**config.mk**
```make
export PLATFORM = sky130hd
export DESIGN_NAME = scan_flash_bridge
export DESIGN_NICKNAME = d
export VERILOG_FILES = /design/src/rtl/sfb_pkg.sv /design/src/rtl/sfb_tap_fsm.sv /design/src/rtl/sfb_ir.sv /design/src/rtl/sfb_dr.sv /design/src/rtl/scan_flash_bridge.sv
export SDC_FILE = /design/constraint.sdc
export NUM_CORES = 1
export LEC_CHECK = 0
export BUFFER_PORTS_ARGS = -buffer_cell sky130_fd_sc_hd__buf_4
export CORE_ASPECT_RATIO = 2
export CORE_MARGIN = 3
export CORE_UTILIZATION = 55
export DETAILED_ROUTE_END_ITERATION = 6
export PLACE_DENSITY_LB_ADDON = 0.1
export RECOVER_POWER = 100
export SKIP_LAST_GASP = 1
export SYNTH_ARGS = -nofsm -noshare
export SYNTH_HDL_FRONTEND = slang
export SYNTH_SLANG_ARGS = --single-unit
```
**constraint.sdc**
```tcl
create_clock -name tck -period 4.5 [get_ports tck]
set_input_delay 0.45 -clock tck [delete_from_list [all_inputs] [get_ports tck]]
set_output_delay 0.45 -clock tck [all_outputs]
set_load 0.05 [all_outputs]
```
**src/rtl/sfb_pkg.sv**
```systemverilog
`timescale 1ns/1ps
package sfb_pkg;

  typedef enum logic [3:0] {
    TS_RESET    = 4'h0,
    TS_IDLE     = 4'h1,
    TS_SEL_DR   = 4'h2,
    TS_CAP_DR   = 4'h3,
    TS_SHIFT_DR = 4'h4,
    TS_EXIT1_DR = 4'h5,
    TS_PAUSE_DR = 4'h6,
    TS_EXIT2_DR = 4'h7,
    TS_UPD_DR   = 4'h8,
    TS_SEL_IR   = 4'h9,
    TS_CAP_IR   = 4'hA,
    TS_SHIFT_IR = 4'hB,
    TS_EXIT1_IR = 4'hC,
    TS_PAUSE_IR = 4'hD,
    TS_EXIT2_IR = 4'hE,
    TS_UPD_IR   = 4'hF
  } tap_state_e;

  // number of TMS-high clocks that always reach Test-Logic-Reset
  localparam int unsigned RESET_ONES = 5;

  function automatic tap_state_e tap_next(input tap_state_e s, input logic m);
    tap_state_e n;
    case (s)
      TS_RESET:    n = m ? TS_RESET    : TS_IDLE;
      TS_IDLE:     n = m ? TS_SEL_DR   : TS_IDLE;
      TS_SEL_DR:   n = m ? TS_SEL_IR   : TS_CAP_DR;
      TS_CAP_DR:   n = m ? TS_EXIT1_DR : TS_SHIFT_DR;
      TS_SHIFT_DR: n = m ? TS_EXIT1_DR : TS_SHIFT_DR;
      TS_EXIT1_DR: n = m ? TS_UPD_DR   : TS_PAUSE_DR;
      TS_PAUSE_DR: n = m ? TS_EXIT2_DR : TS_PAUSE_DR;
      TS_EXIT2_DR: n = m ? TS_UPD_DR   : TS_SHIFT_DR;
      TS_UPD_DR:   n = m ? TS_SEL_DR   : TS_IDLE;
      TS_SEL_IR:   n = m ? TS_RESET    : TS_CAP_IR;
      TS_CAP_IR:   n = m ? TS_EXIT1_IR : TS_SHIFT_IR;
      TS_SHIFT_IR: n = m ? TS_EXIT1_IR : TS_SHIFT_IR;
      TS_EXIT1_IR: n = m ? TS_UPD_IR   : TS_PAUSE_IR;
      TS_PAUSE_IR: n = m ? TS_EXIT2_IR : TS_PAUSE_IR;
      TS_EXIT2_IR: n = m ? TS_UPD_IR   : TS_SHIFT_IR;
      default:     n = m ? TS_SEL_DR   : TS_IDLE;
    endcase
    return n;
  endfunction

endpackage

```
**src/rtl/sfb_tap_fsm.sv**
```systemverilog
`timescale 1ns/1ps
module sfb_tap_fsm
  import sfb_pkg::*;
(
  input  logic       tck,
  input  logic       trst_n,
  input  logic       tms,
  output tap_state_e state
);

  always_ff @(posedge tck or negedge trst_n) begin
    if (!trst_n) state <= TS_RESET;
    else         state <= tap_next(state, tms);
  end

  // checker: run length of TMS-high clocks, saturating
  localparam int unsigned CW = $clog2(RESET_ONES + 1);
  logic [CW-1:0] ones_cnt;

  always_ff @(posedge tck or negedge trst_n) begin
    if (!trst_n)                         ones_cnt <= '0;
    else if (!tms)                       ones_cnt <= '0;
    else if (ones_cnt != CW'(RESET_ONES)) ones_cnt <= ones_cnt + 1'b1;
  end


  five_ones_reset_chk: assert property (@(posedge tck) disable iff (!trst_n)
    (ones_cnt == CW'(RESET_ONES)) |-> (state == TS_RESET));

endmodule

```
**src/rtl/sfb_ir.sv**
```systemverilog
`timescale 1ns/1ps
module sfb_ir
  import sfb_pkg::*;
#(
  parameter int unsigned          IR_W      = 6,
  parameter logic [IR_W-1:0]      IDCODE_OP = IR_W'('h09)
) (
  input  logic            tck,
  input  logic            trst_n,
  input  logic            tdi,
  input  tap_state_e      state,
  output logic [IR_W-1:0] ir_q,
  output logic            ir_lsb
);

  localparam logic [IR_W-1:0] CAPTURE_PAT = {{(IR_W-1){1'b0}}, 1'b1};

  logic [IR_W-1:0] ir_sh;

  always_ff @(posedge tck or negedge trst_n) begin
    if (!trst_n) begin
      ir_sh <= '0;
    end else begin
      case (state)
        TS_CAP_IR:   ir_sh <= CAPTURE_PAT;
        TS_SHIFT_IR: ir_sh <= {tdi, ir_sh[IR_W-1:1]};
        default:     ir_sh <= ir_sh;
      endcase
    end
  end

  // the instruction changes on the falling edge so it is settled
  // before the next rising edge acts on it
  always_ff @(negedge tck or negedge trst_n) begin
    if (!trst_n)                 ir_q <= IDCODE_OP;
    else if (state == TS_RESET)  ir_q <= IDCODE_OP;
    else if (state == TS_UPD_IR) ir_q <= ir_sh;
  end

  assign ir_lsb = ir_sh[0];


  ir_update_only_chk: assert property (@(posedge tck) disable iff (!trst_n)
    !$stable(ir_q) |-> (state == TS_UPD_IR || state == TS_RESET));

endmodule

```
**src/rtl/sfb_dr.sv**
```systemverilog
`timescale 1ns/1ps
module sfb_dr
  import sfb_pkg::*;
#(
  parameter int unsigned     IR_W       = 6,
  parameter int unsigned     ID_W       = 32,
  parameter logic [IR_W-1:0] USER_OP    = IR_W'('h02),
  parameter logic [IR_W-1:0] IDCODE_OP  = IR_W'('h09),
  parameter logic [ID_W-1:0] IDCODE_VAL = ID_W'('h0A571E4D)
) (
  input  logic            tck,
  input  logic            trst_n,
  input  logic            tdi,
  input  logic            spi_miso,
  input  tap_state_e      state,
  input  logic [IR_W-1:0] ir_q,
  output logic            dr_out,
  output logic            user_sel
);

  logic            id_sel;
  logic            byp_sel;
  logic            byp_q;
  logic            miso_q;
  logic [ID_W-1:0] id_sh;

  always_comb begin
    user_sel = (ir_q == USER_OP);
    id_sel   = (ir_q == IDCODE_OP);
    byp_sel  = !user_sel && !id_sel;
  end

  always_ff @(posedge tck or negedge trst_n) begin
    if (!trst_n) begin
      byp_q <= 1'b0;
      id_sh <= '0;
    end else begin
      case (state)
        TS_CAP_DR: begin
          byp_q <= 1'b0;
          id_sh <= IDCODE_VAL;
        end
        TS_SHIFT_DR: begin
          byp_q <= tdi;
          id_sh <= {tdi, id_sh[ID_W-1:1]};
        end
        default: begin
          byp_q <= byp_q;
          id_sh <= id_sh;
        end
      endcase
    end
  end

  // flash output retimed on the rising edge: one bit of latency
  always_ff @(posedge tck or negedge trst_n) begin
    if (!trst_n) miso_q <= 1'b0;
    else         miso_q <= spi_miso;
  end

  always_comb begin
    if (user_sel)    dr_out = miso_q;
    else if (id_sel) dr_out = id_sh[0];
    else             dr_out = byp_q;
  end


  bypass_delay_chk: assert property (@(posedge tck) disable iff (!trst_n)
    (state == TS_SHIFT_DR && byp_sel) |=> (dr_out == $past(tdi)));


  miso_to_tdo_chk: assert property (@(posedge tck) disable iff (!trst_n)
    user_sel |=> (!user_sel || dr_out == $past(spi_miso)));

endmodule

```
**src/rtl/scan_flash_bridge.sv**
```systemverilog
`timescale 1ns/1ps
module scan_flash_bridge
  import sfb_pkg::*;
#(
  parameter int unsigned     IR_W       = 6,
  parameter int unsigned     ID_W       = 32,
  parameter logic [IR_W-1:0] USER_OP    = IR_W'('h02),
  parameter logic [IR_W-1:0] IDCODE_OP  = IR_W'('h09),
  parameter logic [ID_W-1:0] IDCODE_VAL = ID_W'('h0A571E4D)
) (
  input  logic tck,
  input  logic trst_n,
  input  logic tms,
  input  logic tdi,
  output logic tdo,
  output logic spi_cs_n,
  output logic spi_sclk,
  output logic spi_mosi,
  input  logic spi_miso
);

  tap_state_e      state;
  logic [IR_W-1:0] ir_q;
  logic            ir_lsb;
  logic            dr_out;
  logic            user_sel;

  sfb_tap_fsm u_fsm (
    .tck    (tck),
    .trst_n (trst_n),
    .tms    (tms),
    .state  (state)
  );

  sfb_ir #(
    .IR_W      (IR_W),
    .IDCODE_OP (IDCODE_OP)
  ) u_ir (
    .tck    (tck),
    .trst_n (trst_n),
    .tdi    (tdi),
    .state  (state),
    .ir_q   (ir_q),
    .ir_lsb (ir_lsb)
  );

  sfb_dr #(
    .IR_W       (IR_W),
    .ID_W       (ID_W),
    .USER_OP    (USER_OP),
    .IDCODE_OP  (IDCODE_OP),
    .IDCODE_VAL (IDCODE_VAL)
  ) u_dr (
    .tck      (tck),
    .trst_n   (trst_n),
    .tdi      (tdi),
    .spi_miso (spi_miso),
    .state    (state),
    .ir_q     (ir_q),
    .dr_out   (dr_out),
    .user_sel (user_sel)
  );

  // the flash is wired straight onto the scan pins
  assign spi_sclk = tck;
  assign spi_mosi = tdi;
  assign spi_cs_n = !(user_sel && state == TS_SHIFT_DR);

  always_ff @(negedge tck or negedge trst_n) begin
    if (!trst_n) begin
      tdo <= 1'b0;
    end else begin
      case (state)
        TS_SHIFT_IR: tdo <= ir_lsb;
        TS_SHIFT_DR: tdo <= dr_out;
        default:     tdo <= 1'b0;
      endcase
    end
  end


  cs_fall_entry_chk: assert property (@(posedge tck) disable iff (!trst_n)
    $fell(spi_cs_n) |-> ($past(state) == TS_CAP_DR || $past(state) == TS_EXIT2_DR));


  cs_exit_chk: assert property (@(posedge tck) disable iff (!trst_n)
    (!spi_cs_n && tms) |=> spi_cs_n);


  tdo_idle_low_chk: assert property (@(posedge tck) disable iff (!trst_n)
    (state != TS_SHIFT_IR && state != TS_SHIFT_DR) |-> !tdo);

endmodule

```
Word-level counts from Yosys, hierarchy flattened
Index checks and enable logic that the tools add are counted.
{ "word_totals": {"reg_bits": 51} }
{ "op_classes": {"mux": 21, "n_reduce_logical": 8, "n_eq_ne": 15} }
{ "op_table": {"columns": ["operator", "count"], "rows": [
  ["32-bit one-hot mux with 2 select lines", 1],
  ["4-bit one-hot mux with 11 select lines", 1],
  ["4-bit == test (second input constant)", 7],
  ["4-bit by 3-bit == test with 1-bit output (second input constant)", 4],
  ["4-bit two-way mux", 4],
  ["6-bit two-way mux", 2],
  ["6-bit one-hot mux with 2 select lines", 1],
  ["4-bit by 2-bit == test with 1-bit output (second input constant)", 2],
  ["6-bit by 2-bit == test with 1-bit output (second input constant)", 1],
  ["6-bit by 4-bit == test with 1-bit output (second input constant)", 1],
  ["2-bit two-way mux", 3],
  ["3-bit two-way mux", 2],
  ["2-bit nonzero test", 3],
  ["1-bit two-way mux", 5],
  ["4-bit zero test", 1],
  ["1-bit one-hot mux with 2 select lines", 2],
  ["2-bit OR reduction", 2],
  ["1-bit logical AND", 1],
  ["1-bit zero test", 1]
]} }

Logic depth before layout (Yosys ltp)
Gate-level depths: netlist of the first run.
{ "depth": {"depth_word": 4, "mapped_depth": 7, "depth_no_buf": 4} }

Hierarchy
A second synthesis of the first run with hierarchy kept.
{ "hier_totals": {"hier_cells": 189, "area_unflattened_um2": 2218.4} }
{ "modules_own_cells": {"columns": ["mod", "seq_area_each_um2", "cells_per_inst", "n_inst", "area_each_um2"], "rows": [
  ["sfb_dr", 825.8, 86, 1, 1260.0],
  ["sfb_ir", 302.8, 59, 1, 550.5],
  ["sfb_tap_fsm", 100.1, 37, 1, 321.6],
  ["scan_flash_bridge", 25.0, 7, 1, 86.3]
]} }

==> impl_metrics.tcl, run 1 <==
set metrics [dict create \
    outcome "complete, but fails checks" \
    violations "max-capacitance violations, max-slew violations" \
    pre_cts_ws_ps 423.3 \
    drive_gt1_share_pct 13.79 \
    dpl.cell_count 235 \
    cts_tree "yes" \
    synth_top_area_share_pct 49.37 \
    hold_viol 0 \
    start_util_pct 58.53 \
    grt_setup_unrepaired "yes" \
    synthTopCellsByArea "dfrtp_1 (49%), a22o_1 (6.8%), o22a_1 (6.0%), dfrtn_1 (5.7%), nand2_1 (3.4%)" \
    tns_ps 0 \
    synth_flop_cell "dfrtp_1" \
    power_density_mw_per_mm2 757.1 \
    area_delta_synth_final_pct 8.898 \
    synth_nets 197 \
    wl_um 4245 \
    num_vias 1511 \
    crit_type "register to output port" \
    end_kind "output port" \
    crit_fanout 3 \
    p_comb_share_pct 33.4 \
    nets 207 \
    maxCapViolCount 1 \
    cp_slowest_cell "or3_4" \
    pwr-share-seq_pct 46.0 \
    num_antenna_cells 0 \
    cp_top_family "simple AND/OR/NAND/NOR gates" \
    dp_hpwl_um 2832 \
    ir_drop_uv 412.1 \
    leakage_nw 1.035 \
    ioPinCount 9 \
    syn_area_sq_mm 0.002180 \
    synth.distinct_cells 40 \
    numPortBuffers 8 \
    worst_slew_margin_rel_pct -13.79 \
    die_h_um 95.03 \
    die_area_sq_mm 0.004800 \
    detail_route.wl_per_cell_um 16.85 \
    grt.overflow.total 0 \
    ys_seq_area_share_pct 57.52 \
    worst-path-buf-inv 1 \
    grt_pass1_vias 1621 \
    setup_viol 0 \
    synth-edff-count 0 \
    switchingPower_uw 705.3 \
    crit_chain "or3_4 > nor4b_4 > nand2_1 > buf_6" \
    maxSlewViolCount 35 \
    switching_share_pct 39.25 \
    grt_pass1_wl_um 7272 \
    skew_ps 69.85 \
    via_per_inst 5.996 \
    ys_ff_latch 50 \
    grt_usage_pct 20.22 \
    instances_no_fill 252 \
    rows 31 \
    drc 0 \
    crit_required_ps 4050 \
    intPower_mw 1.092 \
    avgSynthCellArea_sq_um 11.35 \
    worstMarginPinSlew_ps 1707 \
    nFillCells 319 \
    antenna_found_initial 0 \
    die_width_um 50.52 \
    yosys.area.top_type "dfrtp_1" \
    path_clk_slew_ps 80 \
    arrival_ps 4050 \
    ant_nets 0 \
    clockPowerShare_pct 20.6 \
    worstSkewPairLatency_ps 470 \
    yosys_warnings 0 \
    hold_path_class "input pin to register" \
    dr.first_iter.drc_count 38 \
    cpPeakStageDelay_ps 420 \
    coreArea_sq_mm 0.003724 \
    postSynth.asyncResetShare_pct 100.0 \
    setup_slack_ps 2.462 \
    syn_inst 192 \
    drt_first_pass_iters 4 \
    power.total_mw 1.797 \
    startpoint_type "register" \
    grt_max_degree 35 \
    gp_congestion 0.8031 \
]
==> state kept, by name, indices dropped and copies added (netlist names) <==
| register | count |
|---|---|
| u_dr.id_sh | 32 |
| u_ir.ir_q | 6 |
| u_ir.ir_sh | 6 |
| u_fsm.state | 4 |
| tdo | 1 |
| u_dr.miso_q | 1 |
==> cells by family (layout without fill, tap and decap cells) <==
kind of cell           count (synthesis)  after routing  synth area share, %
AND/OR/NAND/NOR                       50             50                12.69
flip-flops                            50             50                57.52
XOR/XNOR                               1              1               0.4019
buffers and inverters                 21             32                5.281
AO/OA/AOI/OAI                         70             70                24.11
==> per-layer routing <==
layer	share of wire, %	GRT usage [%]	vias to the layer above
met3	2.9	4.695	19
met5	0	0	-
li1	-	-	713
met2	53	33.73	35
met1	40	22.91	744
met4	3.1	12.81	0
==> what timing repair did <==
action,in CTS,in global routing
gates resized for setup,0,1
setup endpoints to repair,1,1
endpoints found under the hold margin,26,0
hold buffers,1,0
pin swaps,1,3
setup buffers,0,4
==> power by group through the flow <==
stage                     clock, mW  combinational (mW)  sequential, mW
after floorplan              0.0521               0.578           0.734
after global placement       0.0521               0.570           0.821
after detailed placement     0.0521               0.599           0.835
after CTS                     0.390               0.603           0.826
after global routing          0.401               0.672           0.856
final                         0.371               0.599           0.827
==> synth_stat cells, types with 2 or more instances <==
master and number:
buf_2 5, nand2_1 20, dfrtn_1 5, inv_1 3
buf_4 4, a22o_1 17, buf_6 2, nor4b_4 2
nor3_1 4, o21ai_0 14, dfstp_2 2, and3_1 2
a21oi_1 8, nand3_1 2, nor2_1 10, nor2b_1 2
a22oi_1 2, dfrtp_1 43, clkbuf_1 7, o22a_1 15
o22ai_1 4
==> metrics by stage <==
stage | utilization [%] | area (sq um) | hold WS (ps)
finish | 63.74 | 2374 | 169.4
global route | 63.74 | 2374 | 160.1
CTS | 63.71 | 2372 | 139.7
detailed placement | 59.81 | 2227 | 409.8
global placement | 59.81 | 2227 | 401.5
floorplan | - | 2180 | 154.4
==> path summary, 6_finish.rpt <==
| kind | start | cells after the start | slack [ps] | end |
|---|---|---|---|---|
| setup / recovery | u_ir.ir_q[4]$_DFFE_NN0P_ | 4 | 2 | spi_cs_n |
| hold / removal | spi_miso | 1 | 170 | u_dr.miso_q$_DFF_PN0_ |
| setup reg to reg | u_fsm.state[0]$_DFF_PN0_ | 3 | 570 | tdo$_DFF_NN0_ |
| hold reg to reg | u_ir.ir_q[2]$_DFFE_NN0P_ | 2 | 500 | u_ir.ir_q[2]$_DFFE_NN0P_ |
| max in group asynchronous | trst_n | 2 | 360 | u_ir.ir_q[5]$_DFFE_NN0P_ |
| min in group asynchronous | trst_n | 2 | 1020 | u_dr.id_sh[13]$_DFFE_PN0P_ |
==> cells in the final DEF (no fill, tap or decap), types with 2 or more instances in the layout <==
cell type,instances
a21oi_1,8
a22o_1,17
a22oi_1,2
and3_1,2
buf_4,8
clkbuf_1,6
clkbuf_8,8
dfrtn_1,5
dfrtp_1,43
dfstp_2,2
inv_1,4
nand2_1,20
nand3_1,2
nor2_1,11
nor2b_1,2
nor3_1,4
nor4b_4,2
o21ai_0,14
o22a_1,15
o22ai_1,4
or2_0,2
==> cell type report <==
class | instances | area, sq um | area share [%]
flip-flops and latches | 50 | 1254 | 52.82
well taps | 49 | 61.31 | 2.583
clock inverters | 5 | 28.78 | 1.212
multi-input cells | 121 | 800.8 | 33.74
clock buffers | 9 | 113.9 | 4.797
inverters | 2 | 7.507 | 0.3163
repair buffers | 16 | 107.6 | 4.533
(Power assumes the default switching activity.)
==> run 2: changes to the inputs <==
--- a/config.mk
+++ b/config.mk
@@ -12,6 +12,7 @@
 export DETAILED_ROUTE_END_ITERATION = 6
 export PLACE_DENSITY_LB_ADDON = 0.1
 export RECOVER_POWER = 100
+export SETUP_SLACK_MARGIN = 0.15
 export SKIP_LAST_GASP = 1
 export SYNTH_ARGS = -nofsm -noshare
 export SYNTH_HDL_FRONTEND = slang
==> impl_metrics.tcl, run 2 (synthesized netlist as in run 1, its figures left out) <==
set metrics [dict create \
    wl_um 4163 \
    start_util_pct 58.53 \
    hold_path_class "input pin to register" \
    num_antenna_cells 0 \
    skew_ps 69.14 \
    final_cell_mix "dfrtp_1 (43), nand2_1 (20), a22o_1 (17), o22a_1 (15), o21ai_0 (14)" \
    crit_chain "or3_4 > nor4b_4 > nand2_1 > buf_6" \
    num_vias 1482 \
    dp_hpwl_um 2832 \
    crit_fanout 3 \
    startpoint_type "register" \
    antenna_found_initial 0 \
    hold_viol 0 \
    top_register "u_dr.id_sh" \
    arrival_ps 3980 \
    end_kind "output port" \
    via_per_inst 5.904 \
    violations "max-capacitance violations, max-slew violations" \
    worst_slew_margin_rel_pct -13.70 \
    crit_required_ps 4050 \
    crit_type "register to output port" \
    path_clk_slew_ps 80 \
    drive_gt1_share_pct 13.37 \
    grt_max_degree 35 \
    gp_congestion 0.8031 \
    tns_ps 0 \
    cp_slowest_cell "or3_4" \
    area_delta_synth_final_pct 8.553 \
    cts_tree "yes" \
    setup_viol 0 \
    numPortBuffers 8 \
    grt_pass1_vias 1633 \
    detail_route.wl_per_cell_um 16.59 \
    drc 0 \
    grt.overflow.total 0 \
    final_common_cell "dfrtp_1" \
    power.total_mw 1.796 \
    maxCapViolCount 1 \
    outcome "complete, but fails checks" \
    die_width_um 50.52 \
    maxSlewViolCount 35 \
    worstSkewPairLatency_ps 470 \
    ir_drop_uv 413.8 \
    die_area_sq_mm 0.004800 \
    largest_register_ffs 32 \
    ioPinCount 9 \
    grt_usage_pct 20.32 \
    coreArea_sq_mm 0.003724 \
    ant_nets 0 \
    nets 206 \
    grt_setup_unrepaired "yes" \
    die_h_um 95.03 \
    rows 31 \
    worstMarginPinSlew_ps 1705 \
    power_density_mw_per_mm2 759.3 \
    top_regs "u_dr.id_sh: 32 flops, u_ir.ir_q: 6 flops, u_ir.ir_sh: 6 flops" \
    grt_pass1_wl_um 7307 \
    cpPeakStageDelay_ps 410 \
    leakage_nw 1.029 \
    dr.first_iter.drc_count 27 \
    drt_first_pass_iters 4 \
]
[run 2: final timing paths]
kind	startpoint	endpoint	slack, ps	cells after the start
setup / recovery	u_ir.ir_q[4]$_DFFE_NN0P_	spi_cs_n	70	4
setup reg to reg	u_fsm.state[0]$_DFF_PN0_	tdo$_DFF_NN0_	580	3
max in group asynchronous	trst_n	u_ir.ir_q[5]$_DFFE_NN0P_	360	2
hold reg to reg	u_dr.id_sh[6]$_DFFE_PN0P_	u_dr.id_sh[6]$_DFFE_PN0P_	500	1
hold / removal	spi_miso	u_dr.miso_q$_DFF_PN0_	170	1
min in group asynchronous	trst_n	u_dr.id_sh[13]$_DFFE_PN0P_	1020	2
[run 2: critical path, delay by kind of cell, from the launching register on]
kind | cells | cell delay [ps]
flops | 1 | 340
buf+inv | 1 | 160
simple gates | 3 | 810
[run 2: routing by layer]
| layer | share of wire, % | GRT usage, % |
|---|---|---|
| met1 | 41 | 23.02 |
| met2 | 53 | 33.62 |
| met3 | 2.7 | 4.695 |
| met4 | 2.7 | 13.48 |
| met5 | 0 | 0 |
[run 2: per-stage QoR]
stage	util (%)	hold slack, ps	setup WS [ps]	cell area (sq um)	std cells
floorplan	-	154.4	418.0	2180	192
global placement	59.81	401.5	474.3	2227	235
detailed placement	59.81	409.8	423.3	2227	235
CTS	64.42	139.7	72.34	2399	251
global route	63.54	160.7	-14.67	2366	251
finish	63.54	168.8	68.26	2366	251
[run 2: power by group]
part | total, mW | switching [mW] | internal (mW)
clock | 0.371 | 0.199 | 0.172
sequential | 0.825 | 0.189 | 0.636
combinational | 0.600 | 0.312 | 0.288
total | 1.80 | 0.700 | 1.10
[run 2: repair_timing]
item	in CTS	in global routing
hold endpoints to repair	26	0
endpoints found under the setup margin	1	1
hold buffers	1	0
pin swaps	3	0
buffers inserted	3	0
gates cloned	0	0
resized for setup	1	0
[run 2: final cells by class]
type	count	area (sq um)
Clock buffer	9	113.9
Multi-Input combinational cell	121	800.8
Inverter	2	7.507
Fill cell	316	1358
Sequential cell	50	1254
Timing Repair Buffer	15	100.1
Clock inverter	5	28.78
Tap cell	49	61.31
==> run 3: changes to the inputs <==
--- a/config.mk
+++ b/config.mk
@@ -10,6 +10,7 @@
 export CORE_MARGIN = 3
 export CORE_UTILIZATION = 55
 export DETAILED_ROUTE_END_ITERATION = 6
+export MAX_ROUTING_LAYER = met4
 export PLACE_DENSITY_LB_ADDON = 0.1
 export RECOVER_POWER = 100
 export SETUP_SLACK_MARGIN = 0.15
==> constraint.sdc (replaced) <==
create_clock -name tck -period 4.5 [get_ports tck]
set_input_delay 0.225 -clock tck [delete_from_list [all_inputs] [get_ports tck]]
set_output_delay 0.225 -clock tck [all_outputs]
set_load 0.05 [all_outputs]
==> impl_metrics.tcl, run 3 (synthesized netlist as in run 1, its figures left out) <==
set metrics [dict create \
    num_vias 1504 \
    startpoint_type "register" \
    grt_max_degree 51 \
    crit_type "register to output port" \
    grt_setup_unrepaired "no" \
    drive_gt1_share_pct 12.06 \
    rows 31 \
    leakage_nw 1.021 \
    intPower_mw 1.139 \
    end_kind "output port" \
    outcome "finished clean" \
    pre_cts_ws_ps 655.7 \
    cp_slowest_cell "or3_4" \
    antenna_found_initial 0 \
    multi_input_area_sq_um 792.0 \
    detail_route.wl_per_cell_um 15.80 \
    worstMarginPinSlew_ps 1045 \
    ir_drop_uv 391.2 \
    pwr-share-seq_pct 45.1 \
    dr.first_iter.drc_count 26 \
    numPortBuffers 8 \
    switching_share_pct 37.17 \
    power.total_mw 1.813 \
    cp-endpoint "spi_cs_n" \
    reg2regPathDepth 3 \
    area_delta_synth_final_pct 8.324 \
    top_register "u_dr.id_sh" \
    worst-path-buf-inv 1 \
    dp_hpwl_um 2586 \
    largest_register_ffs 32 \
    gp_congestion 0.8347 \
    coreArea_sq_mm 0.003724 \
    maxCapViolCount 0 \
    nets 203 \
    placed_area_sq_mm 0.002220 \
    top_regs "u_dr.id_sh: 32 flops, u_ir.ir_q: 6 flops, u_ir.ir_sh: 6 flops" \
    nFillCells 319 \
    crit_chain "or3_4 > nor4b_2 > nand2_1 > buf_4" \
    start_util_pct 58.53 \
    crit_start "u_ir.ir_q[5]$_DFFE_NN0P_" \
    worstSkewPairLatency_ps 470 \
    hold_viol 0 \
    maxSlewViolCount 0 \
    r2r_start "u_fsm.state[0]$_DFF_PN0_" \
    cpPeakStageDelay_ps 400 \
    regArea_sq_mm 0.001254 \
    setup_slack_ps 200.6 \
    die_area_sq_mm 0.004800 \
    final_common_cell "dfrtp_1" \
    drt_first_pass_iters 4 \
    grt_pass1_vias 1605 \
    grt.overflow.total 0 \
    ant_nets 0 \
    grt_pass1_wl_um 7182 \
    crit_required_ps 4280 \
    wl_um 3918 \
    tns_ps 0 \
    clockPowerShare_pct 23.1 \
    p_comb_share_pct 31.8 \
    ioPinCount 9 \
    cts_tree "yes" \
    arrival_ps 4070 \
    path_depth 4 \
    final_cell_mix "dfrtp_1 (43), nand2_1 (20), a22o_1 (17), o22a_1 (15), o21ai_0 (14)" \
    num_antenna_cells 0 \
    worst_slew_margin_rel_pct 30.07 \
    cts_setup_buffers 0 \
    reg2reg_slack_ps 630 \
    power_density_mw_per_mm2 767.9 \
    switchingPower_uw 673.8 \
    r2r-end "tdo$_DFF_NN0_" \
    path_clk_slew_ps 90 \
    via_per_inst 6.065 \
    skew_ps 67.47 \
    crit_fanout 3 \
    setup_viol 0 \
    dpl.cell_count 234 \
    grt_usage_pct 20.46 \
    cp_top_family "simple AND/OR/NAND/NOR gates" \
    instances_no_fill 248 \
    cts_resized 0 \
    hold_path_class "input pin to register" \
    drc 0 \
    postLayoutCellArea_sq_mm 0.002361 \
    die_h_um 95.03 \
    die_width_um 50.52 \
]
## run 3: cell count changes in the layout (fill, tap and decap cells not counted)
cell,before,now
buf_4,7,6
buf_6,1,0
bufinv_16,0,1
clkbuf_1,6,5
clkinv_2,1,0
clkinv_4,1,0
dlygate4sd3_1,1,2
nor4b_2,0,1
nor4b_4,2,1
## run 3: power by group through the flow
| stage | Sequential, mW | Combinational (mW) | Clock [mW] |
|---|---|---|---|
| 3_3_place_gp | 0.819 | 0.569 | 0.0521 |
| 2_1_floorplan | 0.734 | 0.578 | 0.0521 |
| 6_report | 0.817 | 0.577 | 0.419 |
| 5_1_grt | 0.849 | 0.662 | 0.452 |
| 4_1_cts | 0.820 | 0.603 | 0.440 |
| 3_5_place_dp | 0.828 | 0.597 | 0.0521 |
## run 3: worst reg2reg max path: cells and delay by family (launching register included)
kind | cells | cell delay [ps]
flip-flops | 1 | 600
buffers and inverters | 1 | 530
AO/OA/AOI/OAI | 1 | 100
AND/OR/NAND/NOR | 1 | 220
## run 3: how the worst min path moves through the flow
| stage | endpoint | start | slack, ps | depth (start not counted) |
|---|---|---|---|---|
| after floorplan | u_dr.id_sh[0]$_DFFE_PN0P_ | trst_n | -70 | 0 |
| after global placement | u_dr.id_sh[13]$_DFFE_PN0P_ | trst_n | 260 | 1 |
| after CTS | u_dr.id_sh[31]$_DFFE_PN0P_ | tdi | 80 | 2 |
| after detailed placement | u_dr.id_sh[12]$_DFFE_PN0P_ | trst_n | 270 | 1 |
| final | u_dr.id_sh[31]$_DFFE_PN0P_ | tdi | 80 | 2 |
| after global routing | u_dr.id_sh[31]$_DFFE_PN0P_ | tdi | 70 | 2 |
## run 3: final cells by class
cell class              count  share of cell area, %
flip-flops and latches     50                  53.10
multi-input cells         121                  33.55
clock buffers              10                  4.981
clock inverters             4                  1.908
well taps                  49                  2.597
repair buffers             12                  3.551
inverters                   2                 0.3180
## run 3: metal layers
| layer | up-vias | share of wire (%) | global-route usage (%) | routed length, um |
|---|---|---|---|---|
| li1 | 710 | - | - | - |
| met1 | 754 | 41 | 21.95 | 1588 |
| met2 | 30 | 54 | 34.83 | 2113 |
| met3 | 10 | 2.9 | 5.321 | 113 |
| met4 | 0 | 2.6 | 9.438 | 102 |
| met5 | - | 0 | - | 0 |
## run 3: repair_timing
item / 4_1_cts / 5_1_grt
hold buffers: 2 / 0
endpoints found under the setup margin: 0 / 1
hold endpoints to repair: 44 / 0
## run 3: through the flow
| step | utilization, % | hold WS [ps] |
|---|---|---|
| after floorplan | - | -70.59 |
| after global placement | 59.61 | 264.6 |
| after detailed placement | 59.61 | 273.5 |
| after CTS | 64.31 | 80.54 |
| after global routing | 63.41 | 71.36 |
| final | 63.41 | 78.45 |
